`config.mk`:
```
export PLATFORM = sky130hd
export DESIGN_NAME = supv_reset_top
export DESIGN_NICKNAME = d
export VERILOG_FILES = /design/src/rtl/supv_pkg.sv /design/src/rtl/supv_edge_sync.sv /design/src/rtl/supv_hold_timer.sv /design/src/rtl/supv_watchdog.sv /design/src/rtl/supv_reset_top.sv
export SDC_FILE = /design/constraint.sdc
export NUM_CORES = 1
export LEC_CHECK = 0
export ABC_AREA = 1
export BUFFER_PORTS_ARGS = -buffer_cell sky130_fd_sc_hd__buf_2
export CAP_MARGIN = 10
export CORE_UTILIZATION = 29
export DETAILED_ROUTE_END_ITERATION = 7
export PLACE_DENSITY = 0.4
export SLEW_MARGIN = 25
export SYNTH_ARGS = -nofsm -noshare
export SYNTH_HDL_FRONTEND = slang
export SYNTH_SLANG_ARGS = --single-unit
```
`constraint.sdc`:
```
create_clock -name clk -period 1.5 [get_ports clk]
set_input_delay 0.3 -clock clk [delete_from_list [all_inputs] [get_ports clk]]
set_output_delay 0.3 -clock clk [all_outputs]
set_load 0.03 [all_outputs]
```
`src/rtl/supv_pkg.sv`:
```
package supv_pkg;
  typedef enum logic [0:0] {
    HOLD_ST = 1'b0,
    RUN_ST  = 1'b1
  } hold_state_t;

  function automatic int unsigned retrig_point(input int unsigned timeout);
    return (timeout * 7) / 8;
  endfunction
endpackage

```
`src/rtl/supv_edge_sync.sv`:
```
module supv_edge_sync #(
  parameter int STAGES = 2
) (
  input  logic clk,
  input  logic rst,
  input  logic din,
  output logic kick
);
  logic [STAGES:0] chain;

  always_ff @(posedge clk) begin
    if (rst) chain[0] <= 1'b0;
    else     chain[0] <= din;
  end

  generate
    for (genvar i = 1; i <= STAGES; i++) begin : g_stage
      always_ff @(posedge clk) begin
        if (rst) chain[i] <= 1'b0;
        else     chain[i] <= chain[i-1];
      end
    end
  endgenerate

  // chain[STAGES] remembers the previous synchronized level
  assign kick = chain[STAGES-1] ^ chain[STAGES];
endmodule

```
`src/rtl/supv_hold_timer.sv`:
```
module supv_hold_timer
  import supv_pkg::*;
#(
  parameter int DELAY_TICKS = 100
) (
  input  logic clk,
  input  logic rst,
  input  logic tick,
  input  logic hold_req,
  output logic rst_n_q
);
  localparam int CW = $clog2(DELAY_TICKS + 1);
  localparam logic [CW-1:0] LAST = CW'(DELAY_TICKS - 1);

  hold_state_t state;
  logic [CW-1:0] cnt;

  always_ff @(posedge clk) begin
    if (rst) begin
      state   <= HOLD_ST;
      cnt     <= '0;
      rst_n_q <= 1'b0;
    end else if (hold_req) begin
      state   <= HOLD_ST;
      cnt     <= '0;
      rst_n_q <= 1'b0;
    end else if (state == HOLD_ST && tick) begin
      if (cnt == LAST) begin
        state   <= RUN_ST;
        cnt     <= '0;
        rst_n_q <= 1'b1;
      end else begin
        cnt <= cnt + 1'b1;
      end
    end
  end


  hold_low_chk: assert property (@(posedge clk) disable iff (rst)
    hold_req |=> !rst_n_q);


  release_on_tick_chk: assert property (@(posedge clk) disable iff (rst)
    $rose(rst_n_q) |-> $past(tick));
endmodule

```
`src/rtl/supv_watchdog.sv`:
```
module supv_watchdog
  import supv_pkg::*;
#(
  parameter int TIMEOUT_TICKS = 800
) (
  input  logic clk,
  input  logic rst,
  input  logic tick,
  input  logic active,
  input  logic kick,
  input  logic wd_en,
  output logic timeout
);
  localparam int RETRIG = retrig_point(TIMEOUT_TICKS);
  localparam int CW = $clog2(TIMEOUT_TICKS + 1);
  localparam logic [CW-1:0] TO_LAST = CW'(TIMEOUT_TICKS - 1);
  localparam logic [CW-1:0] RT_LAST = CW'(RETRIG - 1);

  logic [CW-1:0] cnt;

  assign timeout = active && wd_en && tick && !kick && (cnt == TO_LAST);

  always_ff @(posedge clk) begin
    if (rst || !active || kick) begin
      cnt <= '0;
    end else if (tick) begin
      if (wd_en && cnt == TO_LAST)       cnt <= '0;
      else if (!wd_en && cnt >= RT_LAST) cnt <= '0;
      else                               cnt <= cnt + 1'b1;
    end
  end


  wd_clear_chk: assert property (@(posedge clk) disable iff (rst)
    !active |=> cnt == '0);


  no_timeout_off_chk: assert property (@(posedge clk) disable iff (rst)
    !wd_en |-> !timeout);
endmodule

```
`src/rtl/supv_reset_top.sv`:
```
module supv_reset_top #(
  parameter int DELAY_TICKS   = 100,
  parameter int TIMEOUT_TICKS = 800,
  parameter int SYNC_STAGES   = 2
) (
  input  logic clk,
  input  logic rst,
  input  logic tick_1ms,
  input  logic supply_ok,
  input  logic pwr_valid,
  input  logic wd_in,
  input  logic wd_en,
  output logic rst_n
);
  logic kick;
  logic wd_timeout;
  logic hold_req;

  assign hold_req = !supply_ok || !pwr_valid || wd_timeout;

  supv_edge_sync #(.STAGES(SYNC_STAGES)) u_sync (
    .clk  (clk),
    .rst  (rst),
    .din  (wd_in),
    .kick (kick)
  );

  supv_hold_timer #(.DELAY_TICKS(DELAY_TICKS)) u_hold (
    .clk      (clk),
    .rst      (rst),
    .tick     (tick_1ms),
    .hold_req (hold_req),
    .rst_n_q  (rst_n)
  );

  supv_watchdog #(.TIMEOUT_TICKS(TIMEOUT_TICKS)) u_wd (
    .clk     (clk),
    .rst     (rst),
    .tick    (tick_1ms),
    .active  (rst_n),
    .kick    (kick),
    .wd_en   (wd_en),
    .timeout (wd_timeout)
  );


  timeout_resets_chk: assert property (@(posedge clk) disable iff (rst)
    wd_timeout |=> !rst_n);


  pwr_invalid_chk: assert property (@(posedge clk) disable iff (rst)
    !pwr_valid |=> !rst_n);
endmodule

```
==> results.yml, run 1 <==
global_route:
  antenna_found_initial: 0
  grt_first_pass_wirelength_um: 4400
  grt_use_total_pct: 13.3
  grt_max_degree: 12
  grt_pass1_vias: 1024
  grt_overflow: 0
synthesis:
  ys_seq_area_share_pct: 34.5
  synth_ff_type: "dfxtp_1"
  synth_area_um2: 1220
  synth_edf_count: 0
  synthArstFlopShare_pct: 0
  yosys_warnings: 0
  synth_area_leaders: "dfxtp_1, nand2_1, nor2_1"
  synth.avg_cell_area_um2: 7.13
  yosys.cell_count.top_type: "nand2_1"
  yosys.area.top_type: "dfxtp_1"
  synth.top_cell.area_share_pct: 34.5
  syn_nets: 180
  netlist_instances: 171
  yosys.cell_types.count: 31
  ys_ff_latch: 21
  synth_commonest_cells: "nand2_1, nor2_1, inv_1, dfxtp_1, nand3_1"
worst_setup_path:
  cpMaxStageDelayCell: "dfxtp_1"
  crit_fanout: 3
  crit_buf_inv: 2
  cp-start-kind: "flop"
  cp.required_ns: 1.65
  critPathCaptureType: "flop"
  cp_cell_sequence: "ha_2 -> inv_1 -> nor2_2 -> nand4_4 -> o21ai_4 -> inv_2 -> nand2_2 -> nor2_1"
  cp_data_arrival_time_ns: 1.53
  path_delay_family: "simple AND/OR/NAND/NOR gates"
  max_stage_delay_ns: 0.37
  crit_type: "reg2reg"
timing:
  post-route-min-period_ns: 1.38
  fin_skew_ns: 0.00301
  worst_pin_slew_ns: 0.405
  tns_ns: 0
  rsz0062_at_grt: "no"
  setup_slack_ns: 0.117
  maxSlewHeadroom_pct: 72.9
  max_freq_mhz: 723
  hold_violations: 0
  slew_viol_final: 0
  hold_slack_ns: 0.245
  timing.final.crit_share_pct: 92.2
  setup_viol: 0
finish:
  seqCellArea_um2: 422
  multi_input_area_um2: 678
  area_growth_pct: 13.6
  fillerInstances: 445
  drive_gt1_share_pct: 20.5
  postLayoutCellArea_um2: 1380
  nets: 195
  diodes: 0
  fin_util_pct: 34.3
clock_tree:
  clock_latency_ns: 0.25
  h-tree-depth: 1
  clock_path_buffers: 2
  cts_buffers: 3
  cts_root_buf: "clkbuf_8"
  cts.sinks: 21
  clkTransAtPathRegs_ns: 0.08
  cts_tree: "yes"
routing:
  wl_per_cell_um: 11.2
  routed-via-count: 1061
  drc: 0
  vias_per_cell: 4.51
  ant_nets: 0
  routed_wl_um: 2640
  drt_first_pass_iters: 4
  first_iter_violations: 35
die:
  die-area_um2: 4470
  num_rows: 23
  start_util_pct: 30.2
  ios: 8
  core-area_um2: 4030
  chipWidth_um: 66.8
  fp.dieH_um: 66.8
power:
  power.internal_mw: 0.771
  vdd_drop_max_v: 0.000312
  powerDensity_nw_per_um2: 710
  switching_power_mw: 0.211
  p_leak_nw: 0.543
  pwr-share-comb_pct: 5.5
  clkPwrFrac_pct: 37.2
  pwr-share-seq_pct: 57.3
  swShare_pct: 21.5
job:
  maxCapViolations: 0
placed_design:
  dpl_worst_slack_ns: 0.0586
  port_buffers: 7
  dpl.hpwl_um: 2070
  place_area_um2: 1320
  gp_congestion: 0.849
min_path:
  hold_path_class: "in2reg"
outcome:
  status: "finished, final reports clean"
[area by class of cell]
class	count	area share (%)
clock buffer	4	3.25
inverter	27	7.50
multi-input combinational	121	49.0
sequential	21	30.5
tap	50	4.52
timing repair buffer	12	5.24
[sequential cells by signal, summed over array words and instances, names as in the netlist]
signal,flops
u_hold.cnt,7
u_hold.state,1
u_sync.chain,3
u_wd.cnt,10
[power groups by stage]
| stage | Combinational, mW | Clock [mW] | Sequential, mW |
|---|---|---|---|
| 4_1_cts | 0.0515 | 0.386 | 0.563 |
| 6_report | 0.0537 | 0.366 | 0.563 |
| 5_1_grt | 0.0594 | 0.416 | 0.564 |
| 3_5_place_dp | 0.0513 | 0 | 0.576 |
| 2_1_floorplan | 0.0342 | 0 | 0.576 |
| 3_3_place_gp | 0.0514 | 0 | 0.576 |
[kinds of logic after synthesis]
family          count (synthesis)  synth area share, %
simple gates                   95                 38.3
xor+xnor                        5                 3.59
fa+ha+maj                       2                 2.05
compound gates                 19                 11.5
flops                          21                 34.5
buf+inv                        29                 10.1
[worst paths after layout]
path                   startpoint              end  slack (ns)  depth (start not counted)
hold / removal              wd_in  u_sync.chain[0]        0.24                          3
hold reg to reg   u_sync.chain[0]  u_sync.chain[1]        0.41                          2
setup / recovery      u_wd.cnt[0]    u_hold.cnt[2]        0.12                          8
setup reg to reg      u_wd.cnt[0]    u_hold.cnt[2]        0.12                          8
[stage by stage]
stage	power (mW)	cells
finish	0.983	235
CTS	1.00	233
floorplan	0.610	171
global placement	0.628	229
detailed placement	0.628	229
global route	1.04	235
[placed cells by master, fill, tap and decap left out]
master,instances
buf_2,7
xnor2_1,1
clkbuf_1,1
o211ai_1,2
ha_2,1
a31o_2,1
nand2_2,2
dfxtp_2,1
nor2_2,5
dfxtp_1,20
o21ai_1,1
a21oi_1,6
o21ai_2,1
nor4_1,1
inv_1,23
ha_1,1
nor2_8,1
nand4_2,1
clkbuf_8,3
nand4_1,3
o221ai_2,1
inv_4,1
inv_2,3
nor3_1,1
xor2_1,4
a21oi_4,1
nand4_4,1
nor2_1,27
buf_4,5
nand3_1,15
nand2_1,36
o21ai_0,5
nor3_4,1
nor2_4,1
o21ai_4,1
[metal layers]
metal	part of all wire, %	track usage (%)	vias to the layer above
li1	-	-	570
met1	49	16.3	482
met2	48	22.3	7
met3	1.8	2.57	2
met4	0.95	5.59	0
met5	0	0	-
[repair_timing]
action,CTS,global route
resized for setup,0,2
endpoints found under the setup margin,0,8
hold buffers,0,0
setup buffers,0,2
[tightest hold or removal path, stage by stage]
cell	delay, ns
buf_2	0.07
inv_1	0.03
nor2_1	0.06
No activity file was read; power rests on OpenSTA's default activity.
==> run 2, diff against run 1 <==
- ABC_AREA: 1 -> not set
- BUFFER_PORTS_ARGS: -buffer_cell sky130_fd_sc_hd__buf_2 -> -buffer_cell sky130_fd_sc_hd__clkbuf_2
==> run 2 against run 1 <==
  * Routed wire length fell by 3.5%
  * Flip-flop and latch count did not move
  * The flow now finishes with violations (negative setup slack)
  * Clock skew rose by 0.0033 ns
  * Largest cell class unchanged
  * Design area rose by 9.0%
  * Global-route usage rose by 2.2 points
  * Final cell count fell by 11%
  * Clock-buffer cell count fell by 1
  * First-iteration DRC count rose by 40%
  * Via count fell by 8.0%
==> results.yml, run 2 <==
routing:
  vias_per_cell: 4.65
  wl_met3_um: 79
  met2_length_um: 1090
  ant_nets: 0
  highest_layer: "met4"
  drt_first_pass_iters: 4
  routed_wl_um: 2540
  drc: 0
  routed-via-count: 976
  wl_per_cell_um: 12.1
  m1WireLength_um: 1350
  first_iter_violations: 49
timing:
  setup_viol: 16
  hold_slack_ns: 0.202
  setup_slack_ns: -0.273
  post-route-min-period_ns: 1.77
  worst_pin_slew_ns: 0.280
  fin_skew_ns: 0.00628
  timing.final.crit_share_pct: 118
  max_freq_mhz: 564
  slew_viol_final: 0
  rsz0062_at_grt: "yes"
  tns_ns: -3.33
  maxSlewHeadroom_pct: 81.3
  hold_violations: 0
global_route:
  grt_overflow: 0
  antenna_found_initial: 0
  grt_pass1_vias: 891
  grt_first_pass_wirelength_um: 4220
  grt_max_degree: 13
  grt_use_total_pct: 15.5
synthesis:
  netlist_instances: 122
  synth_commonest_cells: "dfxtp_1, nor2_1, nand2_1, nand3_1, a21oi_1"
  ys_ff_latch: 21
  synth.top_cell.area_share_pct: 41.3
  yosys.cell_types.count: 32
  yosys.cell_count.top_type: "dfxtp_1"
  synth_area_leaders: "dfxtp_1, nor2_1, nand3_1"
  synthArstFlopShare_pct: 0
  yosys_warnings: 0
  ys_seq_area_share_pct: 41.3
  yosys.area.top_type: "dfxtp_1"
  syn_nets: 131
  synth_area_um2: 1020
  synth_ff_type: "dfxtp_1"
  synth.avg_cell_area_um2: 8.35
  synth_edf_count: 0
clock_tree:
  cts_buffers: 3
  cts_tree: "yes"
  clock_latency_ns: 0.31
  h-tree-depth: 1
  clock_path_buffers: 2
  clkTransAtPathRegs_ns: 0.13
  cts.sinks: 21
  cts_root_buf: "clkbuf_4"
power:
  total_power_mw: 0.898
  pwr-share-seq_pct: 62.8
  vdd_drop_max_v: 0.000388
  pwr-share-comb_pct: 5.1
  switching_power_mw: 0.212
  powerDensity_nw_per_um2: 595
  p_leak_nw: 0.582
  swShare_pct: 23.5
  clkPwrFrac_pct: 32.1
  power.internal_mw: 0.687
finish:
  reg_top3: "u_wd.cnt (10), u_hold.cnt (7), u_sync.chain (3)"
  drive_gt1_share_pct: 38.4
  diodes: 0
  area_growth_pct: 48.2
  nets: 174
  fin_util_pct: 44.9
  final_common_cell: "buf_4"
  final_cell_mix: "buf_4, dfxtp_1, nor2_1"
  top_register: "u_wd.cnt"
  instances_no_fill: 210
  postLayoutCellArea_um2: 1510
  largest_reg_flops: 10
die:
  die-area_um2: 3750
  fp.dieH_um: 61.3
  core-area_um2: 3360
  num_rows: 21
  start_util_pct: 30.3
  chipWidth_um: 61.3
  ios: 8
placed_design:
  gp_congestion: 0.747
  dp_cells: 204
  port_buffers: 7
  place_area_um2: 1350
  dpl.hpwl_um: 1920
  dpl_worst_slack_ns: -0.361
worst_setup_path:
  cp.required_ns: 1.71
  rr_worst_depth: 5
  cp_data_arrival_time_ns: 1.98
  crit_type: "reg2reg"
  cp_cell_sequence: "or4b_4 -> or4_4 -> o21ai_4 -> or2b_4 -> nor2_1"
  cpMaxStageDelayCell: "or4b_4"
  cp-start-kind: "flop"
  crit_fanout: 6
  max_stage_delay_ns: 0.55
  critPathCaptureType: "flop"
min_path:
  whs_path_depth: 2
  hold_path_class: "in2reg"
job:
  maxCapViolations: 0
outcome:
  failed_checks: "negative setup slack"
  status: "finished with violations"
==> run 2: worst paths after layout <==
check	endpoint	startpoint	slack, ns
setup reg to reg	u_hold.cnt[5]	u_wd.cnt[5]	-0.27
setup / recovery	u_hold.cnt[5]	u_wd.cnt[5]	-0.27
hold reg to reg	u_sync.chain[1]	u_sync.chain[0]	0.46
hold / removal	u_sync.chain[0]	wd_in	0.20
==> run 2: cell type report <==
type,count,area (um2)
clock buffers,3,22.5
clock inverters,1,5.00
fillers,386,1850
inverters,3,11.3
multi-input cells,96,691
flip-flops and latches,21,424
well taps,46,57.6
repair buffers,40,298
==> run 2: logic make-up (layout without fill, tap and decap cells) <==
kind of cell,Yosys count,after routing,share of synthesized area [%]
fa+ha+maj,2,2,2.46
mux,1,1,0.983
buf+inv,5,47,1.84
flops,21,21,41.3
compound gates,24,24,16.2
xor+xnor,7,7,6.02
simple gates,62,62,31.2
==> run 2: critical path, delay by kind of cell, from the launching register on <==
family             cells  cell delay [ns]
DFF                    1             0.33
and+or+nand+nor        4             1.20
AOI/OAI and AO/OA      1             0.14
==> run 2: timing repair <==
item                                    CTS  global route
pin swaps                                 4             7
buffers inserted                          1             3
endpoints found under the setup margin   17            17
resized for setup                        11            14
hold buffers                              0             0
==> run 2: power groups by stage <==
stage / Clock (mW) / Sequential [mW] / Combinational [mW]
6_report: 0.288 / 0.564 / 0.0460
3_5_place_dp: 0 / 0.576 / 0.0453
4_1_cts: 0.304 / 0.564 / 0.0460
3_3_place_gp: 0 / 0.576 / 0.0450
2_1_floorplan: 0 / 0.576 / 0.0206
5_1_grt: 0.327 / 0.565 / 0.0511
==> run 2: metal layers <==
metal	GRT usage, %	vias up
met4	4.87	0
met3	1.89	2
met2	24.1	14
met5	0	-
met1	22.4	439
li1	-	521
